`src/rtl/qbb_pkg.sv`:
```
package qbb_pkg;

    // Externally visible queue condition; encoding is part of the interface.
    typedef enum logic [1:0] {
        QS_OPEN = 2'd0,
        QS_BBIT = 2'd1,
        QS_BPKT = 2'd2
    } qstate_e;

    // Internal sequencing states of the controller.
    typedef enum logic [2:0] {
        ST_OPEN,
        ST_BIT_WAIT,
        ST_PREP,
        ST_ISSUE,
        ST_COLLECT,
        ST_EVAL,
        ST_BACKOFF,
        ST_DRAIN
    } fsm_e;

endpackage

```
`src/rtl/qbb_inflight.sv`:
```
module qbb_inflight #(
    parameter int CNT_W = 8
) (
    input  logic clk,
    input  logic rst_n,
    input  logic inc_i,
    input  logic dec_i,
    input  logic clr_i,
    output logic zero_o
);
    localparam logic [CNT_W-1:0] CNT_MAX = '1;

    logic [CNT_W-1:0] cnt_q;
    logic             dec_ok;
    logic             inc_ok;

    assign dec_ok = dec_i && (cnt_q != '0);
    assign inc_ok = inc_i && (cnt_q != CNT_MAX);

    always_ff @(posedge clk) begin
        if (!rst_n || clr_i) begin
            cnt_q <= '0;
        end else if (inc_ok && !dec_ok) begin
            cnt_q <= cnt_q + 1'b1;
        end else if (dec_ok && !inc_ok) begin
            cnt_q <= cnt_q - 1'b1;
        end
    end

    assign zero_o = (cnt_q == '0);

endmodule

```
`src/rtl/qbb_backoff.sv`:
```
module qbb_backoff #(
    parameter int DLY_W = 8
) (
    input  logic             clk,
    input  logic             rst_n,
    input  logic             load_i,
    input  logic [DLY_W-1:0] dly_i,
    output logic             expired_o
);
    logic [DLY_W-1:0] left_q;

    always_ff @(posedge clk) begin
        if (!rst_n) begin
            left_q <= '0;
        end else if (load_i) begin
            left_q <= dly_i;
        end else if (left_q != '0) begin
            left_q <= left_q - 1'b1;
        end
    end

    assign expired_o = (left_q == '0);

endmodule

```
`src/rtl/qbb_sig_tracker.sv`:
```
module qbb_sig_tracker #(
    parameter int N_DEP    = 5,
    parameter int HANDLE_W = 16,
    parameter int VALUE_W  = 16,
    parameter int TAG_W    = 3,
    parameter int PEND_W   = 3
) (
    input  logic                      clk,
    input  logic                      rst_n,
    input  logic                      load_i,
    input  logic [N_DEP*HANDLE_W-1:0] handles_i,
    input  logic                      prep_i,
    input  logic [TAG_W-1:0]          sel_i,
    input  logic                      fire_i,
    input  logic                      issue_done_i,
    input  logic                      unmap_i,
    input  logic                      rsp_valid_i,
    input  logic [TAG_W-1:0]          rsp_tag_i,
    input  logic [VALUE_W-1:0]        rsp_value_i,
    output logic [HANDLE_W-1:0]       sel_handle_o,
    output logic [PEND_W-1:0]         pending_o,
    output logic                      drain_need_o,
    output logic                      discard_o,
    output logic                      all_read_o,
    output logic                      all_zero_o
);
    logic [HANDLE_W-1:0] hnd_q [N_DEP];
    logic [VALUE_W-1:0]  val_q [N_DEP];
    logic [N_DEP-1:0]    zero_vec;
    logic [PEND_W-1:0]   pend_q;
    logic [PEND_W-1:0]   pend_nx;
    logic                discard_q;
    logic                issued_q;
    logic                all_read_q;
    logic                rsp_take;
    logic                rsp_keep;

    assign rsp_take = rsp_valid_i && (pend_q != '0);
    assign rsp_keep = rsp_take && !discard_q;
    assign pend_nx  = pend_q + PEND_W'(fire_i) - PEND_W'(rsp_take);

    // One storage slot per dependency signal.
    for (genvar g = 0; g < N_DEP; g++) begin : g_slot
        always_ff @(posedge clk) begin
            if (!rst_n) begin
                hnd_q[g] <= '0;
                val_q[g] <= VALUE_W'(1);
            end else begin
                if (load_i) begin
                    hnd_q[g] <= handles_i[g*HANDLE_W +: HANDLE_W];
                end
                if (prep_i) begin
                    val_q[g] <= (hnd_q[g] == '0) ? '0 : VALUE_W'(1);
                end else if (rsp_keep && (rsp_tag_i == TAG_W'(g))) begin
                    val_q[g] <= rsp_value_i;
                end
            end
        end
        assign zero_vec[g] = (val_q[g] == '0);
    end

    always_comb begin
        sel_handle_o = '0;
        for (int i = 0; i < N_DEP; i++) begin
            if (sel_i == TAG_W'(i)) begin
                sel_handle_o = hnd_q[i];
            end
        end
    end

    always_ff @(posedge clk) begin
        if (!rst_n) begin
            pend_q     <= '0;
            discard_q  <= 1'b0;
            issued_q   <= 1'b0;
            all_read_q <= 1'b0;
        end else begin
            pend_q    <= pend_nx;
            discard_q <= unmap_i ? (pend_nx != '0) : (discard_q && (pend_nx != '0));
            if (prep_i || unmap_i) begin
                issued_q   <= 1'b0;
                all_read_q <= 1'b0;
            end else begin
                if (issue_done_i) begin
                    issued_q <= 1'b1;
                end
                if ((issued_q || issue_done_i) && (pend_nx == '0)) begin
                    all_read_q <= 1'b1;
                end
            end
        end
    end

    assign pending_o    = pend_q;
    assign drain_need_o = (pend_nx != '0);
    assign discard_o    = discard_q;
    assign all_read_o   = all_read_q;
    assign all_zero_o   = &zero_vec;

endmodule

```
`src/rtl/qbb_ctrl.sv`:
```
module qbb_ctrl
    import qbb_pkg::*;
#(
    parameter int N_DEP    = 5,
    parameter int HANDLE_W = 16,
    parameter int VALUE_W  = 16,
    parameter int CNT_W    = 8,
    parameter int DLY_W    = 8,
    localparam int TAG_W   = (N_DEP > 1) ? $clog2(N_DEP) : 1,
    localparam int PEND_W  = $clog2(N_DEP + 1)
) (
    input  logic                      clk,
    input  logic                      rst_n,
    input  logic                      pkt_valid,
    input  logic                      pkt_is_barrier,
    input  logic                      pkt_bbit,
    input  logic [N_DEP*HANDLE_W-1:0] pkt_handles,
    output logic                      accept_ok,
    input  logic                      cmp_valid,
    output logic                      sig_req_valid,
    input  logic                      sig_req_ready,
    output logic [HANDLE_W-1:0]       sig_req_handle,
    output logic [TAG_W-1:0]          sig_req_tag,
    input  logic                      sig_rsp_valid,
    input  logic [TAG_W-1:0]          sig_rsp_tag,
    input  logic [VALUE_W-1:0]        sig_rsp_value,
    input  logic                      unmap,
    input  logic [DLY_W-1:0]          retry_dly,
    output logic [1:0]                q_state,
    output logic                      discard_busy
);
    localparam logic [TAG_W-1:0] LAST_SLOT = TAG_W'(N_DEP - 1);

    fsm_e              st_q, st_nx;
    logic [TAG_W-1:0]  slot_q;
    logic              take_pkt;
    logic              take_barrier;
    logic              take_plain;
    logic              out_zero;
    logic              bo_expired;
    logic [HANDLE_W-1:0] cur_handle;
    logic              cur_null;
    logic              step;
    logic              fire;
    logic              issue_done;
    logic [PEND_W-1:0] pend_cnt;
    logic              drain_need;
    logic              discard;
    logic              all_read;
    logic              all_zero;

    assign take_pkt     = pkt_valid && (st_q == ST_OPEN) && !unmap;
    assign take_barrier = take_pkt && pkt_is_barrier;
    assign take_plain   = take_pkt && !pkt_is_barrier;
    assign cur_null     = (cur_handle == '0);
    assign fire         = (st_q == ST_ISSUE) && !cur_null && sig_req_ready;
    assign step         = (st_q == ST_ISSUE) && (cur_null || sig_req_ready);
    assign issue_done   = step && (slot_q == LAST_SLOT);

    qbb_inflight #(.CNT_W(CNT_W)) u_cnt (
        .clk    (clk),
        .rst_n  (rst_n),
        .inc_i  (take_plain),
        .dec_i  (cmp_valid),
        .clr_i  (unmap),
        .zero_o (out_zero)
    );

    qbb_backoff #(.DLY_W(DLY_W)) u_bo (
        .clk       (clk),
        .rst_n     (rst_n),
        .load_i    (st_q == ST_EVAL),
        .dly_i     (retry_dly),
        .expired_o (bo_expired)
    );

    qbb_sig_tracker #(
        .N_DEP    (N_DEP),
        .HANDLE_W (HANDLE_W),
        .VALUE_W  (VALUE_W),
        .TAG_W    (TAG_W),
        .PEND_W   (PEND_W)
    ) u_trk (
        .clk          (clk),
        .rst_n        (rst_n),
        .load_i       (take_barrier),
        .handles_i    (pkt_handles),
        .prep_i       (st_q == ST_PREP),
        .sel_i        (slot_q),
        .fire_i       (fire),
        .issue_done_i (issue_done),
        .unmap_i      (unmap),
        .rsp_valid_i  (sig_rsp_valid),
        .rsp_tag_i    (sig_rsp_tag),
        .rsp_value_i  (sig_rsp_value),
        .sel_handle_o (cur_handle),
        .pending_o    (pend_cnt),
        .drain_need_o (drain_need),
        .discard_o    (discard),
        .all_read_o   (all_read),
        .all_zero_o   (all_zero)
    );

    // Next-state selection.
    always_comb begin
        st_nx = st_q;
        if (unmap) begin
            st_nx = drain_need ? ST_DRAIN : ST_OPEN;
        end else begin
            unique case (st_q)
                ST_OPEN: begin
                    if (take_barrier) begin
                        st_nx = ST_PREP;
                    end else if (take_plain && pkt_bbit) begin
                        st_nx = ST_BIT_WAIT;
                    end
                end
                ST_BIT_WAIT: if (out_zero)   st_nx = ST_OPEN;
                ST_PREP:                     st_nx = ST_ISSUE;
                ST_ISSUE:    if (issue_done) st_nx = ST_COLLECT;
                ST_COLLECT:  if (all_read)   st_nx = ST_EVAL;
                ST_EVAL:     st_nx = all_zero ? ST_OPEN : ST_BACKOFF;
                ST_BACKOFF:  if (bo_expired) st_nx = ST_PREP;
                ST_DRAIN: begin
                    if (pend_cnt == '0) begin
                        st_nx = ST_OPEN;
                    end
                end
                default:                     st_nx = ST_OPEN;
            endcase
        end
    end

    // State and slot pointer registers.
    always_ff @(posedge clk) begin
        if (!rst_n) begin
            st_q   <= ST_OPEN;
            slot_q <= '0;
        end else begin
            st_q <= st_nx;
            if (st_q == ST_PREP) begin
                slot_q <= '0;
            end else if (step && !issue_done) begin
                slot_q <= slot_q + 1'b1;
            end
        end
    end

    // Outputs.
    always_comb begin
        accept_ok      = 1'b0;
        sig_req_valid  = 1'b0;
        sig_req_handle = cur_handle;
        sig_req_tag    = slot_q;
        discard_busy   = discard;
        q_state        = QS_BPKT;
        unique case (st_q)
            ST_OPEN: begin
                q_state   = QS_OPEN;
                accept_ok = 1'b1;
            end
            ST_BIT_WAIT: q_state = QS_BBIT;
            ST_ISSUE:    sig_req_valid = !cur_null;
            default:     q_state = QS_BPKT;
        endcase
    end

endmodule

```
`config.mk`:
```
export PLATFORM = sky130hd
export DESIGN_NAME = qbb_ctrl
export DESIGN_NICKNAME = d
export VERILOG_FILES = /design/src/rtl/qbb_pkg.sv /design/src/rtl/qbb_inflight.sv /design/src/rtl/qbb_backoff.sv /design/src/rtl/qbb_sig_tracker.sv /design/src/rtl/qbb_ctrl.sv
export SDC_FILE = /design/constraint.sdc
export NUM_CORES = 1
export LEC_CHECK = 0
export ABC_CLOCK_PERIOD_IN_PS = 5200
export BUFFER_PORTS_ARGS = -buffer_cell sky130_fd_sc_hd__buf_2
export CAP_MARGIN = 5
export CORE_AREA = 2 2 179 93
export CTS_CLUSTER_DIAMETER = 80
export CTS_CLUSTER_SIZE = 10
export DETAILED_ROUTE_END_ITERATION = 16
export DIE_AREA = 0 0 181 95
export PLACE_DENSITY_LB_ADDON = 0.3
export SETUP_SLACK_MARGIN = 0.5
export SYNTH_ARGS = -nofsm -noshare
export SYNTH_HDL_FRONTEND = slang
export SYNTH_SLANG_ARGS = --single-unit
```
`constraint.sdc`:
```
create_clock -name clk -period 5.2 [get_ports clk]
set_input_delay 0.78 -clock clk [delete_from_list [all_inputs] [get_ports clk]]
set_output_delay 0.78 -clock clk [all_outputs]
set_load 0.01 [all_outputs]
```
Word level (Yosys, flattened, before mapping)
Memories as Yosys holds them, arrays and structs flattened.
Index checks and enable logic that the tools add are counted.
- flip-flop bits (word level): 28
- RAM bits: 160
- bits of input ports: 116
- output and inout bits: 24
- memories: 2
- add/sub/neg operators: 6
- equal/unequal tests: 22
- multiplexer cells: 71
- bitwise operators: 16
- reductions and logical operators: 63
- memories (memory ; depth ; width ; rd ports ; clocked after Yosys merged registers in ; wr ports ; RTL line ; source):
    u_trk.hnd_q ; 5 ; 16 ; 5 ; 0 ; 5 ; qbb_sig_tracker.sv:27 ; logic [HANDLE_W-1:0] hnd_q [N_DEP];
    u_trk.val_q ; 5 ; 16 ; 5 ; 0 ; 5 ; qbb_sig_tracker.sv:28 ; logic [VALUE_W-1:0] val_q [N_DEP];
- operators by type and width (cell ; number):
    $mux 16 ; 20
    $logic_not 16->1 ; 11
    $mux 1 ; 35
    $mux 8 ; 4
    $mux 3 ; 10
    $pmux 3 s8 ; 1
    $logic_and 1x1->1 ; 23
    $eq 3x2->1 const B ; 6
    $eq 3x3->1 const B ; 6
    $logic_not 8->1 ; 2
    $reduce_bool 8->1 ; 2
    $sub 8x1->8 const B ; 2
    $logic_not 3->1 ; 5
    $or 1x1->1 ; 15
    $ne 3x3->1 const B ; 4
    $eq 3x1->1 const B ; 3
    $add 8x1->8 const B ; 1
    $logic_not 1->1 ; 8
    $ne 8x8->1 const B ; 1
    $reduce_and 6->1 ; 1
    $reduce_bool 3->1 ; 2
    $reduce_and 5->1 ; 1
    $logic_or 1x1->1 ; 4
    $ne 4x3->1 const B ; 1
    8 further kinds ; 10

Logic depth before layout (Yosys ltp)
- depth in word-level cells: 15
- mapped depth: 19
- gate-level depth less buffers: 17

Hierarchy
Synthesis repeated with hierarchy kept, for this count alone.
- cells, all modules: 753
- area total of the unflattened synthesis: 9107.5 um^2
- by module, submodules not included (module ; times used ; cells each ; area an instance (um^2) ; seq. area each (um^2)):
    qbb_sig_tracker ; 1 ; 540 ; 7317.0 ; 4924.7
    qbb_inflight ; 1 ; 77 ; 704.4 ; 160.2
    qbb_ctrl ; 1 ; 85 ; 628.1 ; 120.1
    qbb_backoff ; 1 ; 51 ; 457.9 ; 160.2

Least setup slack after synthesis
No wires, ideal clock.
- path type: reg-to-reg
- start: register slot_q[0] (netlist: sig_req_tag[0])
- end: register st_q[0]
- arrival time: 3.668 ns
- required time: 5.109 ns
- setup slack: 1.441 ns
- stages on the path, launching flop included: 19
- clock period less this slack: 3.759 ns
- cell sequence: dfxtp_1 inv_1 ha_1 buf_2 buf_6 a21oi_1 o21ai_0 a221o_1 nor4_4 nand4_2 o21a_1 and2_1 ha_1 inv_1 fa_1 and3b_1 nand2_1 o211ai_1 a311oi_1
- word-level cells in the longest chain between the ends: 15
- RTL lines (what ; RTL line ; source):
    start: declaration ; qbb_ctrl.sv:35 ; logic [TAG_W-1:0] slot_q;
    start signal: assignment ; qbb_ctrl.sv:144 ; slot_q <= slot_q + 1'b1;
    $logic_not 3->1 ; qbb_sig_tracker.sv:65 ; if (sel_i == TAG_W'(i)) begin
    $mux 16 (4 in a row) ; qbb_sig_tracker.sv:65 ;
    $mux 16 (*) ; qbb_sig_tracker.sv:65 ;
    via sig_req_handle[7] ; qbb_ctrl.sv:22 ; output logic [HANDLE_W-1:0] sig_req_handle,
    $logic_not 16->1 (*) ; qbb_ctrl.sv:55 ; assign cur_null = (cur_handle == '0);
    $logic_not 1->1 ; qbb_ctrl.sv:56 ; assign fire = (st_q == ST_ISSUE) && !cur_null && sig_req_ready;
    $logic_and 1x1->1 (2 in a row) ; qbb_ctrl.sv:56 ;
    $add 3x1->3 ; qbb_sig_tracker.sv:40 ; assign pend_nx = pend_q + PEND_W'(fire_i) - PEND_W'(rsp_take);
    $sub 3x1->3 ; qbb_sig_tracker.sv:40 ;
    $reduce_bool 3->1 ; qbb_sig_tracker.sv:95 ; assign drain_need_o = (pend_nx != '0);
    $mux 3 ; qbb_ctrl.sv:108 ; st_nx = drain_need ? ST_DRAIN : ST_OPEN;
    $mux 3 ; qbb_ctrl.sv:107 ; if (unmap) begin
    end signal: assignment ; qbb_ctrl.sv:140 ; st_q <= st_nx;
    end: declaration ; qbb_ctrl.sv:34 ; fsm_e st_q, st_nx;
Mark *: on every way through the listed nets, which the timed path passes. The rest lies on a longest branch.
A chain may end at the register's enable or synchronous reset.

Worst setup path in the final report
- start: register slot_q[0] (netlist: sig_req_tag[0])
- end: register st_q[0]
- word-level cells in the longest chain between the ends: 15
- RTL lines (what ; RTL line):
    $logic_not 3->1 ; qbb_sig_tracker.sv:65
    $mux 16 (5 in a row) ; qbb_sig_tracker.sv:65
    $logic_not 16->1 ; qbb_ctrl.sv:55
    $logic_not 1->1 ; qbb_ctrl.sv:56
    $logic_and 1x1->1 (2 in a row) ; qbb_ctrl.sv:56
    $add 3x1->3 ; qbb_sig_tracker.sv:40
    $sub 3x1->3 ; qbb_sig_tracker.sv:40
    $reduce_bool 3->1 ; qbb_sig_tracker.sv:95
    $mux 3 ; qbb_ctrl.sv:108
    $mux 3 ; qbb_ctrl.sv:107
Parallel ways exist; a longest one is shown, timed or not.

==> reports/results.txt <==
Die Y = 95 µm
Share of post-route cells with drive strength above 1 = 21.6%
CTS tree = built
Number of placement rows = 33
CP Max Fanout = 20
Antenna-violating nets left = 0
Setup violators final = 0
Setup tns final = 0 ns
Vias per cell = 6.01
Area of the core = 0.0159 mm²
Final HPWL DP = 17300 µm
Gp weighted congestion = 0.972
Routed vias = 6714
Width of the die = 181 µm
Total Routing Usage GR = 27.8%
Clock sinks = 188
Bufs and invs on worst path = 2
Most common library cell in the layout ignoring fill and taps = sky130_fd_sc_hd__edfxtp_1
Worst min path class = register to register
Clock network latency to the later pin of the worst-skew pair = 0.43 ns
Number of optimization iterations in the first detailed-route pass = 5
Status = complete, no violations
Clock tree buffer depth = 2
Sequential share of the synthesized area = 59.1%
Post-route clock skew = 0.0101 ns
Number of instances resized during post-cts repair = 0
Post-layout min period = 4.41 ns
Post-synthesis instance total = 771
Number of levels the H-tree was split into = 4
Library cell used as clock root buffer = sky130_fd_sc_hd__clkbuf_16
Unrepaired setup endpoints after global routing = no
Static leakage power = 4.31 nW
Critical Path End Type = register
Starting density of the core = 57.3%
Post-synth net total = 905
Port Buffer Count = 139
Total clock buffers created by CTS = 17
Number of buffers inserted for hold repair after clock tree synthesis = 0
WHS = 0.513 ns
Register clock-pin slew on the reported worst setup and hold paths = 0.08 ns
Async set-reset flop share out of synthesis = 0%
Yosys cell types = 62
Wire per inst = 20.9 µm
Share of the clock period used by the worst path = 84.8%
Cells along the critical path = inv_1 > ha_1 > and2_1 > a221o_1 > nor4_4 > nand4_2 > o21a_1 > and2_1 > ha_1 > inv_1 > fa_1 > and3b_1 > nand2_1 > o211ai_1 > a311oi_1
Antenna violations before repair = 0
Total power density per cell area = 447 mW/mm²
Area Overhead vs Synth = 15.6%
Kind of start point of the critical path = register
Total DRC errors in the routed layout = 0
Number of enable-type register cells in the synthesized netlist = 160
Worst stage delay on the critical path = 0.53 ns
Area of the die = 0.0172 mm²
Worst path required time = 5.55 ns
Critical Path Slowest Stage Cell = sky130_fd_sc_hd__and2_1
Number of synthesis warnings = 0
Transition time at the pin with the least slew margin = 0.881 ns
Rel. slew slack = 41.2%
Register bit total from synthesis = 188
Most frequent cells in the layout = sky130_fd_sc_hd__edfxtp_1, sky130_fd_sc_hd__buf_2, sky130_fd_sc_hd__and2_1, sky130_fd_sc_hd__nand2_1, sky130_fd_sc_hd__nor4_1
Final Slew Violations = 0
Maximum achievable frequency = 0.227 GHz
IO Pins = 140
Antenna fix cells = 0
Global-route congestion overflow total = 0
Most used flip-flop cell after synthesis = sky130_fd_sc_hd__edfxtp_1
Kind of critical path = register to register
Global-route wire length before repair = 35000 µm
Pin count of the biggest net entering global routing = 69
Critical path arrival = 4.75 ns
Number of DRC markers in iteration 0 = 711
Final #Nets = 1029
Total chip power = 4.69 mW
Detailed-route wire length = 23400 µm
Buffers inserted by post-CTS timing repair = 0
Synth Cell Area = 0.00908 mm²
Maximum vdd ir drop = 0.289 mV
Final hold vios = 0
CP delay by family, top = simple AND/OR/NAND/NOR gates
Max Cap Violations = 0
Number of global-route vias before repair = 5962
Post-Syn Area per Cell = 11.8 µm²
[layout make-up]
cell class                 instances  area (µm²)
tap                              210         263
clock buffer                      17         425
multi-input combinational        522        3470
inverter                          21        78.8
sequential                       188        5370
timing repair buffer             145         741
clock inverter                    14         150
fill                            1242        5360
[worst paths after layout]
path	endpoint	cells after the start	slack [ns]	from
max	st_q[0]$_SDFFE_PN0P_	15	0.79	sig_req_tag[0]$_SDFFE_PP0P_
min	u_trk.all_read_o$_SDFFE_PP0P_	2	0.51	u_trk.all_read_o$_SDFFE_PP0P_
max reg2reg	st_q[0]$_SDFFE_PN0P_	15	0.79	sig_req_tag[0]$_SDFFE_PP0P_
min reg2reg	u_trk.all_read_o$_SDFFE_PP0P_	2	0.51	u_trk.all_read_o$_SDFFE_PP0P_
[worst min-delay path: cells and delay by family, from the launching register on]
kind | cells | cell delay, ns
flops | 1 | 0.34
compound gates | 1 | 0.06
simple gates | 1 | 0.07
[metrics by stage]
| stage | instance area [µm²] | cells | worst slack [ns] | utilization (%) |
|---|---|---|---|---|
| global placement | 9920 | 1086 | 0.965 | 62.6 |
| finish | 10500 | 1117 | 0.792 | 66.2 |
| global route | 10500 | 1117 | 0.571 | 66.2 |
| detailed placement | 9920 | 1086 | 0.829 | 62.6 |
| floorplan | 9080 | 771 | 1.44 | - |
| CTS | 10500 | 1117 | 0.811 | 66.2 |
[Yosys cell counts (4+ instances only)]
library cell	n	area, µm²
sky130_fd_sc_hd__nor4_1	46	288
sky130_fd_sc_hd__nor3_1	6	30.0
sky130_fd_sc_hd__a31oi_1	5	31.3
sky130_fd_sc_hd__mux2i_1	6	60.1
sky130_fd_sc_hd__nand3b_1	13	97.6
sky130_fd_sc_hd__buf_2	5	25.0
sky130_fd_sc_hd__ha_1	16	200
sky130_fd_sc_hd__nand3_1	11	55.1
sky130_fd_sc_hd__nand2_1	46	173
sky130_fd_sc_hd__a21oi_1	28	140
sky130_fd_sc_hd__nor2b_1	8	50.1
sky130_fd_sc_hd__o21ai_0	13	65.1
sky130_fd_sc_hd__clkbuf_1	30	113
sky130_fd_sc_hd__buf_6	4	45.0
sky130_fd_sc_hd__nor2_1	34	128
sky130_fd_sc_hd__nand2b_1	7	43.8
sky130_fd_sc_hd__a221o_1	12	120
sky130_fd_sc_hd__o21a_1	10	75.1
sky130_fd_sc_hd__xor2_1	6	52.6
sky130_fd_sc_hd__inv_1	18	67.6
sky130_fd_sc_hd__a311oi_1	4	35.0
sky130_fd_sc_hd__and3_1	42	263
sky130_fd_sc_hd__o211a_1	5	50.1
sky130_fd_sc_hd__dfxtp_1	28	561
sky130_fd_sc_hd__and2_1	129	807
sky130_fd_sc_hd__edfxtp_1	160	4800
sky130_fd_sc_hd__xnor2_1	8	70.1
sky130_fd_sc_hd__nand4_1	13	81.3
[routing by layer]
layer,GRT usage [%],up-vias,share of wire (%)
met5,0,-,0
met4,6.30,0,0.83
met3,10.2,15,14
met2,32.2,402,36
met1,46.4,3172,49
li1,-,3125,-
[power breakdown]
group | leakage [nW] | switching, mW | total [mW] | internal, mW
sequential | 1.89 | 0.182 | 2.09 | 1.91
combinational | 2.14 | 0.785 | 1.33 | 0.546
clock | 0.280 | 0.627 | 1.27 | 0.639
total | 4.31 | 1.59 | 4.69 | 3.10
[state kept, by name, indices dropped and copies added (netlist names)]
register	cells
u_bo.left_q	8
u_trk.issued_q	1
sig_req_tag	3
u_trk.hnd_q	80
st_q	3
u_trk.all_read_o	1
u_trk.discard_o	1
u_cnt.cnt_q	8
u_trk.pending_o	3
u_trk.val_q	80
[cell families (layout without fill, tap and decap cells)]
group                      count (synthesis)  in the layout  share of synthesized area, %
AOI/OAI and AO/OA                        110            110                          9.04
xor gates and xnor gates                  14             14                          1.35
adders and majority gates                 18             18                          2.65
buffers and inverters                     61            197                          2.96
DFF                                      188            188                          59.1
muxes                                      6              6                         0.661
and+or+nand+nor                          374            374                          24.3
Power figures use the tool's default switching activity.
